File: src/rtl/refcmp_pkg.sv
package refcmp_pkg;

    typedef enum logic [1:0] {
        CAP_IDLE   = 2'd0,
        CAP_WINDOW = 2'd1,
        CAP_FROZEN = 2'd2
    } cap_state_e;

endpackage

File: src/rtl/refcmp_lane.sv
module refcmp_lane #(
    parameter int MASK_W = 8
) (
    input  logic              clk,
    input  logic              rst_n,
    input  logic              dut_bit,
    input  logic              ref_bit,
    input  logic              is_out,
    input  logic [MASK_W-1:0] mask_cycles,
    output logic              over_mask
);
    localparam int CW = MASK_W + 1;
    localparam logic [CW-1:0] CMAX = {1'b1, {MASK_W{1'b0}}};

    logic          dut_q;
    logic          ref_q;
    logic [CW-1:0] run_q;
    logic [CW-1:0] run_d;
    logic          mism;
    logic          toggled;

    assign mism    = is_out & (dut_bit ^ ref_bit);
    assign toggled = (dut_bit != dut_q) | (ref_bit != ref_q);

    // run_d is the length of the current mismatch streak, including this edge
    always_comb begin
        if (!mism) begin
            run_d = '0;
        end else if (toggled) begin
            run_d = CW'(1);
        end else if (run_q == CMAX) begin
            run_d = CMAX;
        end else begin
            run_d = run_q + 1'b1;
        end
    end

    assign over_mask = run_d > {1'b0, mask_cycles};

    always_ff @(posedge clk or negedge rst_n) begin
        if (!rst_n) begin
            dut_q <= 1'b0;
            ref_q <= 1'b0;
            run_q <= '0;
        end else begin
            dut_q <= dut_bit;
            ref_q <= ref_bit;
            run_q <= run_d;
        end
    end
endmodule

File: src/rtl/refcmp_qualify.sv
module refcmp_qualify #(
    parameter int NUM_CH = 28
) (
    input  logic [NUM_CH-1:0] over_mask,
    input  logic [NUM_CH-1:0] pin_disable,
    input  logic              gate_en,
    output logic [NUM_CH-1:0] pin_fault
);
    for (genvar g = 0; g < NUM_CH; g++) begin : g_qual
        assign pin_fault[g] = over_mask[g] & ~pin_disable[g] & gate_en;
    end
endmodule

File: src/rtl/refcmp_capture.sv
module refcmp_capture
    import refcmp_pkg::*;
#(
    parameter int NUM_CH  = 28,
    parameter int WIN_CYC = 4
) (
    input  logic              clk,
    input  logic              rst_n,
    input  logic [NUM_CH-1:0] pin_fault,
    input  logic [NUM_CH-1:0] live_bus,
    input  logic              fault_clear,
    output logic [NUM_CH-1:0] mon_bus,
    output logic              holding
);
    localparam int WCW   = (WIN_CYC > 0) ? $clog2(WIN_CYC + 1) : 1;
    localparam int WLAST = (WIN_CYC > 0) ? WIN_CYC - 1 : 0;

    cap_state_e        state_q, state_d;
    logic [NUM_CH-1:0] cap_q, cap_d;
    logic [WCW-1:0]    win_q, win_d;
    logic              any_fault;

    assign any_fault = |pin_fault;

    always_ff @(posedge clk or negedge rst_n) begin
        if (!rst_n) begin
            state_q <= CAP_IDLE;
            cap_q   <= '0;
            win_q   <= '0;
        end else begin
            state_q <= state_d;
            cap_q   <= cap_d;
            win_q   <= win_d;
        end
    end

    always_comb begin
        state_d = state_q;
        cap_d   = cap_q;
        win_d   = win_q;
        if (fault_clear) begin
            state_d = CAP_IDLE;
            cap_d   = '0;
            win_d   = '0;
        end else begin
            unique case (state_q)
                CAP_IDLE: begin
                    if (any_fault) begin
                        cap_d   = pin_fault;
                        win_d   = '0;
                        state_d = (WIN_CYC == 0) ? CAP_FROZEN : CAP_WINDOW;
                    end
                end
                CAP_WINDOW: begin
                    cap_d = cap_q | pin_fault;
                    win_d = win_q + 1'b1;
                    if (win_q == WCW'(WLAST)) begin
                        state_d = CAP_FROZEN;
                    end
                end
                CAP_FROZEN: begin
                    state_d = CAP_FROZEN;
                end
                default: begin
                    state_d = CAP_IDLE;
                end
            endcase
        end
    end

    always_comb begin
        holding = (state_q != CAP_IDLE);
        mon_bus = holding ? cap_q : live_bus;
    end
endmodule

File: src/rtl/refcmp_fault_det.sv
module refcmp_fault_det #(
    parameter int NUM_CH  = 28,
    parameter int MASK_W  = 8,
    parameter int WIN_CYC = 4
) (
    input  logic              clk,
    input  logic              rst_n,
    input  logic [NUM_CH-1:0] dut_pin,
    input  logic [NUM_CH-1:0] ref_pin,
    input  logic [NUM_CH-1:0] pin_is_out,
    input  logic [NUM_CH-1:0] pin_disable,
    input  logic [MASK_W-1:0] mask_cycles,
    input  logic              gate_en,
    input  logic              force_fault,
    input  logic              fault_clear,
    output logic [NUM_CH-1:0] mon_bus,
    output logic              master_fault,
    output logic              stop_req
);
    logic [NUM_CH-1:0] over_mask;
    logic [NUM_CH-1:0] pin_fault;
    logic              holding;

    for (genvar g = 0; g < NUM_CH; g++) begin : g_lane
        refcmp_lane #(.MASK_W(MASK_W)) lane_i (
            .clk         (clk),
            .rst_n       (rst_n),
            .dut_bit     (dut_pin[g]),
            .ref_bit     (ref_pin[g]),
            .is_out      (pin_is_out[g]),
            .mask_cycles (mask_cycles),
            .over_mask   (over_mask[g])
        );
    end

    refcmp_qualify #(.NUM_CH(NUM_CH)) qual_i (
        .over_mask   (over_mask),
        .pin_disable (pin_disable),
        .gate_en     (gate_en),
        .pin_fault   (pin_fault)
    );

    refcmp_capture #(.NUM_CH(NUM_CH), .WIN_CYC(WIN_CYC)) cap_i (
        .clk         (clk),
        .rst_n       (rst_n),
        .pin_fault   (pin_fault),
        .live_bus    (dut_pin),
        .fault_clear (fault_clear),
        .mon_bus     (mon_bus),
        .holding     (holding)
    );

    assign stop_req     = holding;
    assign master_fault = holding | force_fault;
endmodule

File: config.mk
export PLATFORM = sky130hd
export DESIGN_NAME = refcmp_fault_det
export DESIGN_NICKNAME = d
export VERILOG_FILES = /design/src/rtl/refcmp_pkg.sv /design/src/rtl/refcmp_lane.sv /design/src/rtl/refcmp_qualify.sv /design/src/rtl/refcmp_capture.sv /design/src/rtl/refcmp_fault_det.sv
export SDC_FILE = /design/constraint.sdc
export NUM_CORES = 1
export LEC_CHECK = 0
export ABC_AREA = 1
export BUFFER_PORTS_ARGS = -buffer_cell sky130_fd_sc_hd__buf_2
export CAP_MARGIN = 0
export CORE_MARGIN = 5
export CORE_UTILIZATION = 50
export DETAILED_ROUTE_END_ITERATION = 16
export PLACE_DENSITY = 0.68
export SLEW_MARGIN = 20
export SYNTH_ARGS = -nofsm -noshare
export SYNTH_HDL_FRONTEND = slang
export SYNTH_SLANG_ARGS = --single-unit
File: constraint.sdc
create_clock -name clk -period 8.6 [get_ports clk]
set_input_delay 0 -clock clk [delete_from_list [all_inputs] [get_ports clk]]
set_output_delay 0 -clock clk [all_outputs]
set_load 0.02 [all_outputs]
Word level (Yosys, flattened, before mapping). Index checks and enable logic that the tools add are counted.

Bits in registers: 341. Bits in latches: 0. RAM bits: 0. Bits in read-only memories: 0. Input port bits: 125. Output and inout port bits: 30. Logic and storage cells: 504. Memories kept: 0.

$add $sub $neg: 29. Multiply operators: 0. Divide/modulo/power cells: 0. $lt $le $gt $ge: 28. Equal/unequal tests: 89. Shift-type cells: 0. Muxes and demuxes: 95. Bitwise gates (word level): 170. Reductions and logical operators: 6.

Operator list (count): two-way mux 9 bit (84); adder 9 x 1 -> 9 bit (second input constant) (28); == test 9 bit (second input constant) (28); greater-than comparator 9 x 8 -> 1 bit (28); AND 1 bit (84); two-way mux 28 bit (3); != test 1 bit (56); case mux 28 bit (2 select lines) (1); OR 1 bit (29); inverter 1 bit (28); OR 28 bit (1); OR reduction 28 bit (1); bitwise XOR 1 bit (28); two-way mux 2 bit (3); two-way mux 3 bit (2); != test 3 x 2 -> 1 bit (second input constant) (2); case mux 2 bit (3 select lines) (1); case mux 3 bit (2 select lines) (1); AND reduction 2 bit (2); adder 3 x 1 -> 3 bit (second input constant) (1); == test 3 x 2 -> 1 bit (second input constant) (1); nonzero test 3 bit (1); == test 2 x 1 -> 1 bit (second input constant) (1); == test 2 bit (second input constant) (1); 2 further kinds (2).

Longest topological paths before layout. Gate-level depths: netlist of run 1.

Depth in word-level cells: 11. Depth in mapped cells: 30.

Cells and area by module. Synthesis of run 1 repeated with hierarchy kept, for this count alone.

Cell total of the unflattened synthesis: 3516. Area total of the unflattened synthesis: 25321.8 um2.

Modules (own cells, without submodules): refcmp_lane (instances 28, cells an instance 111, area an instance 813.3 um2, seq. area each 275.3 um2); refcmp_capture (instances 1, cells an instance 346, area an instance 2227.1 um2, seq. area each 825.8 um2); refcmp_qualify (instances 1, cells an instance 59, area an instance 311.5 um2, seq. area each 0.0 um2); refcmp_fault_det (instances 1, cells an instance 3, area an instance 11.3 um2, seq. area each 0.0 um2).

Least setup slack after synthesis of run 1. Ideal clock, no wire load.

Path type: register -> register. From: register g_lane[22].lane_i.run_q[0]. To: register cap_i.cap_q[10]. Library setup time: 117 ps. Arrival time: 2825 ps. Required time: 8483 ps. Path slack: 5658 ps. Cell stages (with the launch flop): 24. Path buffers: 1. Cells stage by stage: dfrtp_1 inv_1 ha_1 nand2_1 nor3_1 nand4_1 nand2_1 nor2_1 ha_1 nand2_1 inv_1 nand3_1 or3b_2 nand2_1 nand2_1 nand2_1 nand2_1 nor2_1 nand2_1 nor2_2 nand2_2 buf_2 nand3_1 nand2_1.

Longest elaborated chain between the ends: 10. Elaborated cells between the ends (all ways): 11. Classes of those cells: 1 x add/sub; 1 x order compare; 2 x eq/ne; 3 x mux; 2 x bitwise; 2 x reduce/logical.

Ends and longest elaborated chain: start, declared (line refcmp_lane.sv:17) `logic [CW-1:0] run_q;`; start signal, assigned (line refcmp_lane.sv:48) `run_q <= run_d;`; adder 9 x 1 -> 9 bit / == test 9 bit (equally long branches) (line refcmp_lane.sv:34, refcmp_lane.sv:31); two-way mux 9 bit * (line refcmp_lane.sv:31) `end else if (run_q == CMAX) begin`; two-way mux 9 bit * (line refcmp_lane.sv:29) `end else if (toggled) begin`; two-way mux 9 bit * (line refcmp_lane.sv:27) `if (!mism) begin`; named net g_lane[22].lane_i.run_d[4] (line refcmp_lane.sv:18) `logic [CW-1:0] run_d;`; greater-than comparator 9 x 8 -> 1 bit * (line refcmp_lane.sv:38) `assign over_mask = run_d > {1'b0, mask_cycles};`; AND 1 bit * (2 in series) (line refcmp_qualify.sv:10) `assign pin_fault[g] = over_mask[g] & ~pin_disable[g] & gate_en;`; OR reduction 28 bit * (line refcmp_capture.sv:23) `assign any_fault = |pin_fault;`; != test 3 x 2 -> 1 bit (no source line) *; AND reduction 2 bit (no source line) *; end signal, assigned (line refcmp_capture.sv:32) `cap_q <= cap_d;`; end, declared (line refcmp_capture.sv:19) `logic [NUM_CH-1:0] cap_q, cap_d;`.

The timed path passes the listed nets; every way through them passes the cells marked *. A chain may end at the register's enable or synchronous reset.

Worst setup path in the final report of run 1.
From: register g_lane[20].lane_i.run_q[2]. To: register cap_i.win_q[1].

Longest elaborated chain between the ends: 10. Elaborated cells between the ends (all ways): 11. Classes of those cells: 1 x add/sub; 1 x order compare; 2 x eq/ne; 3 x mux; 2 x bitwise; 2 x reduce/logical.

Ends and longest elaborated chain: start, declared (line refcmp_lane.sv:17); start signal, assigned (line refcmp_lane.sv:48); adder 9 x 1 -> 9 bit / == test 9 bit (equally long branches) (line refcmp_lane.sv:34, refcmp_lane.sv:31); two-way mux 9 bit * (line refcmp_lane.sv:31); two-way mux 9 bit * (line refcmp_lane.sv:29); two-way mux 9 bit * (line refcmp_lane.sv:27); named net g_lane[20].lane_i.run_d[7] (line refcmp_lane.sv:18); greater-than comparator 9 x 8 -> 1 bit * (line refcmp_lane.sv:38); AND 1 bit * (2 in series) (line refcmp_qualify.sv:10); OR reduction 28 bit * (line refcmp_capture.sv:23); != test 3 x 2 -> 1 bit (no source line) *; AND reduction 2 bit (no source line) *; end signal, assigned (line refcmp_capture.sv:33) `win_q <= win_d;`; end, declared (line refcmp_capture.sv:20) `logic [WCW-1:0] win_q, win_d;`.

Marks and branches as above.

==> flow_metrics.tcl, run 1 <==
set metrics [dict create \
    dieArea_mm2 0.05038 \
    tritoncts "done" \
    final_cell_mix "nand2_1, inv_1, dfrtp_1, nor2_1, ha_1" \
    synth_seq_area_share 0.3711 \
    final_common_cell "nand2_1" \
    wl_mm 59.38 \
    dieHeight_um 224.5 \
    clock_path_buffers 3 \
    fin_tns_setup_ns 0 \
    multi_input_area_mm2 0.01234 \
    rsz0062_at_grt "false" \
    die_x_um 224.5 \
    grt_pass1_vias 20317 \
    worst_path_max_delay_cell "nand2_4" \
    drive_gt1_frac 0.08132 \
    ios 155 \
    cts_resized 0 \
    synth_nets 3439 \
    cp_slowest_stage_delay_ns 0.49 \
    crit_path_max_fanout 35 \
    antenna_found_initial 3 \
    ant_nets 0 \
    cp-startpoint "g_lane[20].lane_i.run_q[2]" \
    portBuffers 154 \
    crit_type "flip-flop to flip-flop" \
    rows 78 \
    power.density_mw_per_mm2 156.4 \
    grtUsageMet2 0.4095 \
    met3_usage 0.04503 \
    hold_path_startpoint "pin_disable[9]" \
    finalNetCount 3739 \
    cp_common_cell "nand2_1" \
    cap_violations 0 \
    grt_remaining_overflow 0 \
    p_leak_nw 14.12 \
    max_freq_ghz 0.2447 \
    post-route-period-util 0.4752 \
    power_w 0.004230 \
    cts_buffers 43 \
    fillers 4046 \
    cts_root_buf "clkbuf_16" \
    min_path_type "input port to flip-flop" \
    r2r-start "g_lane[20].lane_i.run_q[2]" \
    drtIter0Drc 1293 \
    hpwlAfterDp_mm 41.18 \
    hold_viol 0 \
    crit_chain "inv_1 > nor3_1 > inv_1 > nor3_1 > inv_1 > nor2_1 > a21oi_1 > nor3_1 > ha_1 > and3_1 > nand2_1 > nand2_1 > nand2_1 > nand2_1 > nand2_1 > nand2_1 > nor2_1 > nand2_1 > nor2_1 > nand2_2 > nand2_4 > nand2_1 > nand2_1" \
    dr.pass1.iters 5 \
    viasPerCell 5.124 \
    vias 20285 \
    gr-usage-met1 0.3002 \
    critPathArrivalTime_ns 4.57 \
    period_needed_ns 4.087 \
    grt_max_degree 171 \
    startpoint_type "flip-flop" \
    syn_to_final_growth_pct 17.57 \
    finClkSkew_ns 0.01040 \
    register_area_mm2 0.008533 \
    start_util 0.5056 \
    slew_headroom 0.2607 \
    drc 0 \
    gpl.final_weighted_congestion 0.8678 \
    busiest_layer "met2" \
    worst-slew-pin-transition_ns 1.106 \
    cts_sinks 341 \
    syn_area_mm2 0.02300 \
    yosysUniqueCellTypes 39 \
    syn_inst 3029 \
    peakVddDrop_v 0.0001999 \
    slew_viol_final 0 \
    globalRouteTotalUtil 0.2349 \
    insertion_delay_ns 0.56 \
    yosys_warnings 0 \
    path_clk_slew_ns 0.06 \
    cts_max_level 2 \
    setup_viol 0 \
    critPathRequiredTime_ns 9.09 \
    wl_per_cell_um 15.00 \
    status "finished, final reports clean" \
    avgSynthCellArea_um2 7.592 \
    ys_seq_elements 341 \
    grt_first_pass_wirelength_mm 97.77 \
    core_mm2 0.04548 \
    cp-end-kind "flip-flop" \
]
[cell type report]
type                    instances  share of cell area
diodes                          2           0.0001851
clock buffers                  63             0.04674
clock inverters                10            0.004628
inverters                     537             0.07455
multi-input cells            2128              0.4564
flip-flops and latches        341              0.3156
well taps                     600             0.02777
repair buffers                278             0.07414
[through the flow]
| stage | area, um^2 | hold WS (ns) | cells | utilization | setup WS (ns) |
|---|---|---|---|---|---|
| 6_report | 27040 | 0.02129 | 3959 | 0.5945 | 4.513 |
| 5_1_grt | 27030 | 0.05101 | 3958 | 0.5944 | 4.111 |
| 4_1_cts | 27030 | 0.006081 | 3957 | 0.5943 | 4.520 |
| 3_5_place_dp | 24520 | 0.1167 | 3772 | 0.5391 | 4.558 |
| 3_3_place_gp | 24520 | 0.1078 | 3772 | 0.5391 | 4.752 |
| 2_1_floorplan | 23000 | -0.2956 | 3029 | - | 5.658 |
[flip-flops by register name (all words and copies together) (netlist names)]
signal	cells
g_lane.lane_i.run_q	252
cap_i.win_q	3
cap_i.cap_q	28
g_lane.lane_i.ref_q	28
g_lane.lane_i.dut_q	28
cap_i.state_q	2
[path summary, 6_finish.rpt]
kind | endpoint | slack, ns | depth (start not counted)
setup / recovery | cap_i.win_q[1] | 4.51 | 23
hold / removal | cap_i.cap_q[9] | 0.02 | 6
setup reg to reg | cap_i.win_q[1] | 4.51 | 23
hold reg to reg | cap_i.win_q[2] | 0.47 | 2
max in group asynchronous | g_lane[3].lane_i.ref_q | 7.03 | 3
min in group asynchronous | g_lane[15].lane_i.run_q[2] | 0.06 | 2
[report_power, final]
part           switching, W  leakage (nW)  internal [W]  total [W]
registers         0.0000217          4.60       0.00164    0.00166
logic              0.000541          8.83      0.000233   0.000774
clock network      0.000696         0.688       0.00110    0.00180
total               0.00126          14.1       0.00297    0.00423
[critical path, delay by kind of cell (launching register included)]
kind | cells | cell delay, ns
compound gates | 1 | 0.10
fa+ha+maj | 1 | 0.30
buf+inv | 3 | 0.23
flops | 1 | 0.38
simple gates | 18 | 2.99
[Yosys cell counts]
cell type  number  area share
nor3b_1        19      0.0062
nand3_1       154       0.034
dfrtp_1       341        0.37
or2_2          33      0.0090
nor3_1         98       0.021
o211ai_1        5      0.0016
nor3b_2         1     0.00054
ha_1          285        0.16
and3_1         14      0.0038
nor4_1         25      0.0068
clkinv_1        1     0.00016
a21o_1         11      0.0036
a211oi_1        1     0.00033
nor4b_1         2     0.00076
and2_1          2     0.00054
a21oi_1       154       0.034
xor2_1         61       0.023
nor4_2          1     0.00054
nand2_1       690        0.11
nand4_1        50       0.014
nor2_1        340       0.055
a31oi_1        11      0.0030
nor3_2          2     0.00087
clkbuf_1       17      0.0028
o22ai_1        27      0.0073
inv_2           1     0.00016
nand2_4         1     0.00049
nand3b_1        7      0.0023
nor2_2          2     0.00054
nand2_2         1     0.00027
o21a_1          1     0.00033
or3b_2          1     0.00038
buf_2           3     0.00065
o21bai_1        1     0.00033
o31ai_1         1     0.00033
xnor2_1        64       0.024
inv_1         535       0.087
buf_6           3      0.0015
o21ai_0        63       0.014
[metal layers]
layer  vias to the layer above  share of wire
met3                       118          0.060
met4                         2          0.028
met1                      9455           0.44
met2                       420           0.48
li1                      10290              -
met5                         -        0.00022
[timing repair]
action | 4_1_cts | 5_1_grt
hold endpoints to repair | 245 | 0
endpoints found under the setup margin | 0 | 0
buffers inserted | 0 | 0
hold buffers | 112 | 0
[cell families (layout without fill, tap and decap cells)]
family,count (synthesis),count (layout),synth area share
DFF,341,341,0.3711
and+or+nand+nor,1443,1443,0.2696
AOI/OAI and AO/OA,275,275,0.06410
buffers and inverters,560,888,0.09255
xor gates and xnor gates,125,125,0.04761
adders and majority gates,285,285,0.1551
other,0,2,0
No activity file was read; power rests on OpenSTA's default activity.
==> run 2, diff against run 1 <==
==> constraint.sdc (replaced) <==
create_clock -name clk -period 3.8 [get_ports clk]
set_input_delay 0 -clock clk [delete_from_list [all_inputs] [get_ports clk]]
set_output_delay 0 -clock clk [all_outputs]
set_load 0.02 [all_outputs]
==> run 2 against run 1 <==
Sequential cell count unchanged. Via count grew 0.84%. Clock skew up 0.0063 ns. Global-route usage is 0.35 points higher. Clock-buffer cell count grew 1. Worst setup slack got worse by 4.1 ns. Final area is 0.44% higher. Utilization is 0.26 points higher. Total power grew 120%. Die area stayed put. Highest routed layer unchanged.
==> flow_metrics.tcl, run 2 (synthesis results as in run 1) <==
set metrics [dict create \
    reg2reg_depth 21 \
    cts_root_buf "clkbuf_16" \
    largest_reg_flops 252 \
    grt_first_pass_wirelength_mm 99.13 \
    worstReg2RegEnd "cap_i.cap_q[22]" \
    grt_remaining_overflow 0 \
    start_util 0.5056 \
    drtIter0Drc 1225 \
    ios 155 \
    hold_path_startpoint "pin_disable[27]" \
    whs_endpoint "cap_i.cap_q[27]" \
    power.density_mw_per_mm2 342.5 \
    rows 78 \
    highest_layer "met5" \
    power_frac_clock 0.398 \
    cts_max_level 2 \
    power.switching_w 0.002800 \
    final_cell_mix "nand2_1, inv_1, dfrtp_1, nor2_1, ha_1" \
    final_area_mm2 0.02716 \
    insertion_delay_ns 0.55 \
    cts_buffers 40 \
    place_ws_ns 0.1778 \
    gpl.final_weighted_congestion 0.8671 \
    register_area_mm2 0.008533 \
    dr.pass1.iters 5 \
    whs_ns 0.008878 \
    setup_viol 0 \
    met1_length_mm 26.47 \
    power_switching_share 0.3010 \
    critPathArrivalTime_ns 3.82 \
    startpoint_type "flip-flop" \
    crit_path_max_fanout 11 \
    largest_register "g_lane.lane_i.run_q" \
    multi_input_area_mm2 0.01241 \
    fin_ws_ns 0.4089 \
    core_mm2 0.04548 \
    wl_mm 60.08 \
    worst-slew-pin-transition_ns 0.6603 \
    antenna_found_initial 2 \
    grt_max_degree 89 \
    cp-end-kind "flip-flop" \
    viasPerCell 5.162 \
    p_leak_nw 14.14 \
    dieArea_mm2 0.05038 \
    power_w 0.009301 \
    peakVddDrop_v 0.0003743 \
    dr_wl_met3_mm 3.129 \
    max_freq_ghz 0.2949 \
    pwr-share-comb 0.198 \
    period_needed_ns 3.391 \
    status "finished, final reports clean" \
    power.internal_w 0.006501 \
    grt_pass1_vias 20649 \
    dr_wl_met2_mm 28.73 \
    vias 20456 \
    path_clk_slew_ns 0.06 \
    slew_headroom 0.5582 \
    globalRouteTotalUtil 0.2385 \
    cap_violations 0 \
    drive_gt1_frac 0.08537 \
    tritoncts "done" \
    r2r-start "g_lane[22].lane_i.run_q[0]" \
    syn_to_final_growth_pct 18.09 \
    min_path_type "input port to flip-flop" \
    critPathRequiredTime_ns 4.23 \
    drc 0 \
    placed_area_mm2 0.02470 \
    die_x_um 224.5 \
    hpwlAfterDp_mm 42.40 \
    final_common_cell "nand2_1" \
    finalNetCount 3746 \
    finClkSkew_ns 0.01669 \
    ant_nets 0 \
    rrSetupSlack_ns 0.41 \
    post-route-period-util 0.8924 \
    crit_type "flip-flop to flip-flop" \
    fillers 4032 \
    clock_path_buffers 3 \
    slew_viol_final 0 \
    fin_tns_setup_ns 0 \
    whs_path_depth 7 \
    rsz0062_at_grt "false" \
    portBuffers 154 \
    dieHeight_um 224.5 \
    cts_sinks 341 \
    pwr-share-seq 0.404 \
    wl_per_cell_um 15.16 \
    hold_viol 0 \
]
## run 2: cell types whose count changed in the layout (fill, tap and decap cells not counted), moves of 4 or more
cell,delta
nor3b_1,-5
buf_12,+10
clkbuf_16,-4
nand2_1,-4
clkbuf_1,+4
clkinv_2,-4
nor3b_2,+5
## run 2: worst max-delay path by stage
| stage | from | end | slack, ns | cells past startpoint |
|---|---|---|---|---|
| after detailed placement | g_lane[22].lane_i.run_q[0] | cap_i.cap_q[4] | 0.18 | 23 |
| after global placement | g_lane[22].lane_i.run_q[0] | cap_i.cap_q[4] | 0.25 | 23 |
| after floorplan | g_lane[22].lane_i.run_q[0] | cap_i.cap_q[10] | 0.86 | 23 |
| final | g_lane[22].lane_i.run_q[0] | cap_i.cap_q[22] | 0.41 | 21 |
| after CTS | g_lane[22].lane_i.run_q[0] | cap_i.cap_q[22] | 0.18 | 23 |
| after global routing | g_lane[9].lane_i.run_q[0] | cap_i.cap_q[22] | 0.04 | 26 |
## run 2: repair_timing
| action | CTS | global route |
|---|---|---|
| buffers inserted | 0 | 3 |
| hold buffers | 112 | 0 |
| hold endpoints to repair | 224 | 0 |
| gates resized for setup | 0 | 16 |
| endpoints found under the setup margin | 0 | 32 |
## run 2: through the flow
| step | cells | util |
|---|---|---|
| floorplan | 3029 | - |
| global placement | 3779 | 0.5431 |
| detailed placement | 3779 | 0.5431 |
| CTS | 3959 | 0.5949 |
| global route | 3962 | 0.5971 |
| finish | 3963 | 0.5971 |
## run 2: critical path, cell delays in order, from the launching register on
cell	delay [ns]
dfrtp_1	0.39
inv_1	0.09
ha_1	0.14
nand2_1	0.05
nor3_1	0.12
nand4_1	0.17
nand2_2	0.20
a21oi_1	0.10
ha_1	0.32
nand3_1	0.11
or3b_2	0.47
nand2_1	0.08
nand2_1	0.05
nand2_1	0.12
nand2_1	0.08
nor2_1	0.10
nand2_1	0.08
nor2_2	0.15
nand2_4	0.11
buf_4	0.20
nand3_1	0.08
nand2_1	0.07
## run 2: layout make-up
cell class / instances / share of cell area
diodes: 1 / 0.00009215
clock buffers: 64 / 0.04391
clock inverters: 4 / 0.001659
inverters: 537 / 0.07423
multi-input cells: 2128 / 0.4571
flip-flops and latches: 341 / 0.3142
well taps: 600 / 0.02764
repair buffers: 288 / 0.08118
## run 2: power by group through the flow
stage / sequential [W] / clock, W / combinational [W]
2_1_floorplan: 0.00381 / 0 / 0.00104
3_3_place_gp: 0.00381 / 0 / 0.00168
3_5_place_dp: 0.00382 / 0 / 0.00172
4_1_cts: 0.00375 / 0.00379 / 0.00181
5_1_grt: 0.00376 / 0.00394 / 0.00206
6_report: 0.00376 / 0.00370 / 0.00184
## run 2: routing by layer
layer | track usage | vias to the layer above
met3 | 0.03498 | 133
met1 | 0.3096 | 9555
met4 | 0.06718 | 2
met5 | 0 | -
li1 | - | 10293
met2 | 0.4170 | 473
==> run 3, diff against run 2 <==
--- a/config.mk
+++ b/config.mk
@@ -8,7 +8,7 @@
 export ABC_AREA = 1
 export BUFFER_PORTS_ARGS = -buffer_cell sky130_fd_sc_hd__buf_2
 export CAP_MARGIN = 0
-export CORE_MARGIN = 5
+export CORE_MARGIN = 3
 export CORE_UTILIZATION = 50
 export DETAILED_ROUTE_END_ITERATION = 16
 export PLACE_DENSITY = 0.68
==> run 3 against run 2 <==
Clock power grew 14%. Clock-buffer cell count shrank 7. Critical path depth grew 3. Total power grew 5.3%. Clock skew grew 0.0072 ns. Via count shrank 0.30%. Utilization grew 1.2 points. Combinational power is essentially flat. Routed wire length shrank 0.62%. Hold slack gained 0.044 ns. Largest cell class unchanged. Largest power group is now clock.
==> flow_metrics.tcl, run 3 (synthesis results as in run 1) <==
set metrics [dict create \
    fillers 3901 \
    place_ws_ns 0.3217 \
    cts_buffers 41 \
    worst_path_max_delay_cell "dfrtp_1" \
    peakVddDrop_v 0.0003016 \
    start_util 0.5133 \
    setup_viol 0 \
    power.internal_w 0.006912 \
    hold_path_startpoint "pin_disable[9]" \
    power_frac_clock 0.432 \
    clock_path_buffers 3 \
    grt_pass1_vias 20490 \
    crit_path_max_fanout 21 \
    wl_per_cell_um 15.07 \
    path_clk_slew_ns 0.06 \
    max_freq_ghz 0.2910 \
    antenna_found_initial 3 \
    critPathArrivalTime_ns 3.94 \
    period_needed_ns 3.437 \
    stdcell_count 3963 \
    final_core_util 0.6091 \
    power.density_mw_per_mm2 359.0 \
    cts_max_level 2 \
    cts_root_buf "clkbuf_16" \
    crit_buf_inv 4 \
    hold_viol 0 \
    cp_slowest_stage_delay_ns 0.39 \
    core_mm2 0.04480 \
    grt_first_pass_wirelength_mm 97.86 \
    ant_nets 0 \
    final_common_cell "nand2_1" \
    syn_to_final_growth_pct 18.66 \
    ios 155 \
    slew_viol_final 0 \
    worst-slew-pin-transition_ns 0.9538 \
    largest_reg_flops 252 \
    post-route-period-util 0.9044 \
    die_x_um 220.5 \
    power_switching_share 0.2945 \
    drtIter0Drc 1058 \
    fin_ws_ns 0.3632 \
    dieArea_mm2 0.04860 \
    hpwlAfterDp_mm 42.31 \
    p_leak_nw 14.23 \
    dp.cells 3772 \
    crit_type "flip-flop to flip-flop" \
    power.switching_w 0.002885 \
    cp_common_cell "nand2_1" \
    cts_sinks 341 \
    slew_headroom 0.3641 \
    startpoint_type "flip-flop" \
    crit_chain "inv_1 > nor3_1 > inv_1 > nor3_1 > inv_1 > nor2_1 > a21oi_1 > nor3_2 > ha_1 > and3_1 > nand2_1 > nand2_1 > nand2_1 > nand2_1 > nand2_1 > nand2_1 > nor2_1 > nand2_1 > nor2_1 > nand2_2 > buf_4 > nand2_1 > nand2_1 > nand2_1" \
    rows 77 \
    cp-startpoint "g_lane[20].lane_i.run_q[2]" \
    finalNetCount 3746 \
    drc 0 \
    finClkSkew_ns 0.02391 \
    insertion_delay_ns 0.56 \
    cp-end-kind "flip-flop" \
    wl_mm 59.71 \
    grt_max_degree 111 \
    tritoncts "done" \
    cap_violations 0 \
    grt_remaining_overflow 0 \
    worst_path_dominant_cell_family "simple AND/OR/NAND/NOR gates" \
    pwr-share-comb 0.185 \
    critPathRequiredTime_ns 4.30 \
    pwr-share-seq 0.383 \
    r2r-start "g_lane[20].lane_i.run_q[2]" \
    viasPerCell 5.146 \
    portBuffers 154 \
    globalRouteTotalUtil 0.2491 \
    whs_ns 0.05245 \
    drive_gt1_frac 0.08729 \
    min_path_type "input port to flip-flop" \
    largest_register "g_lane.lane_i.run_q" \
    gpl.final_weighted_congestion 0.8848 \
    dieHeight_um 220.5 \
    status "finished, final reports clean" \
    vias 20395 \
    final_cell_mix "nand2_1, inv_1, dfrtp_1, nor2_1, ha_1" \
    dr.pass1.iters 5 \
]
## run 3: worst paths after layout
kind,to,slack [ns],cells past startpoint
worst max-delay path,cap_i.state_q[1],0.36,24
worst min-delay path,cap_i.cap_q[9],0.05,6
worst max register to register,cap_i.state_q[1],0.36,24
worst min register to register,cap_i.cap_q[1],0.47,2
max in group asynchronous,g_lane[3].lane_i.run_q[1],2.76,3
min in group asynchronous,g_lane[15].lane_i.run_q[2],0.07,2
## run 3: stage by stage
stage / instance area (um^2) / total power (W) / setup TNS (ns)
global route: 27280 / 0.01026 / -0.9525
finish: 27290 / 0.009797 / 0
floorplan: 23000 / 0.004850 / 0
global placement: 24660 / 0.005478 / 0
CTS: 27240 / 0.009887 / 0
detailed placement: 24660 / 0.005521 / 0
## run 3: layout make-up
cell class	count	area [um^2]	area share
clock inverter	18	246.5	0.009033
antenna	3	7.507	0.0002751
inverter	537	2016	0.07387
tap	592	740.7	0.02714
clock buffer	57	1209	0.04429
sequential	341	8533	0.3127
timing repair buffer	287	2162	0.07923
multi-input combinational	2128	12370	0.4534
## run 3: worst min-delay path: cells and delay by family
kind	cells	cell delay, ns
simple gates	4	0.36
buf+inv	1	0.10
compound gates	1	0.10
## run 3: metal layers
layer  up-vias  wire length [um]  track usage
li1      10313                 -            -
met1      9484             26370       0.3177
met2       480             28200       0.4320
met3       118              3346      0.04298
met4         0              1787      0.07920
met5         -                 0            0
## run 3: power by group through the flow
| stage | logic [W] | registers, W | clock network, W |
|---|---|---|---|
| global placement | 0.00166 | 0.00382 | 0 |
| global route | 0.00201 | 0.00376 | 0.00449 |
| finish | 0.00181 | 0.00376 | 0.00423 |
| detailed placement | 0.00170 | 0.00382 | 0 |
| CTS | 0.00180 | 0.00375 | 0.00433 |
| floorplan | 0.00104 | 0.00381 | 0 |
## run 3: timing repair
| action | 4_1_cts | 5_1_grt |
|---|---|---|
| hold endpoints to repair | 251 | 0 |
| hold buffers | 113 | 0 |
| setup buffers | 0 | 0 |
| gates resized for setup | 0 | 7 |
| setup endpoints to repair | 0 | 33 |
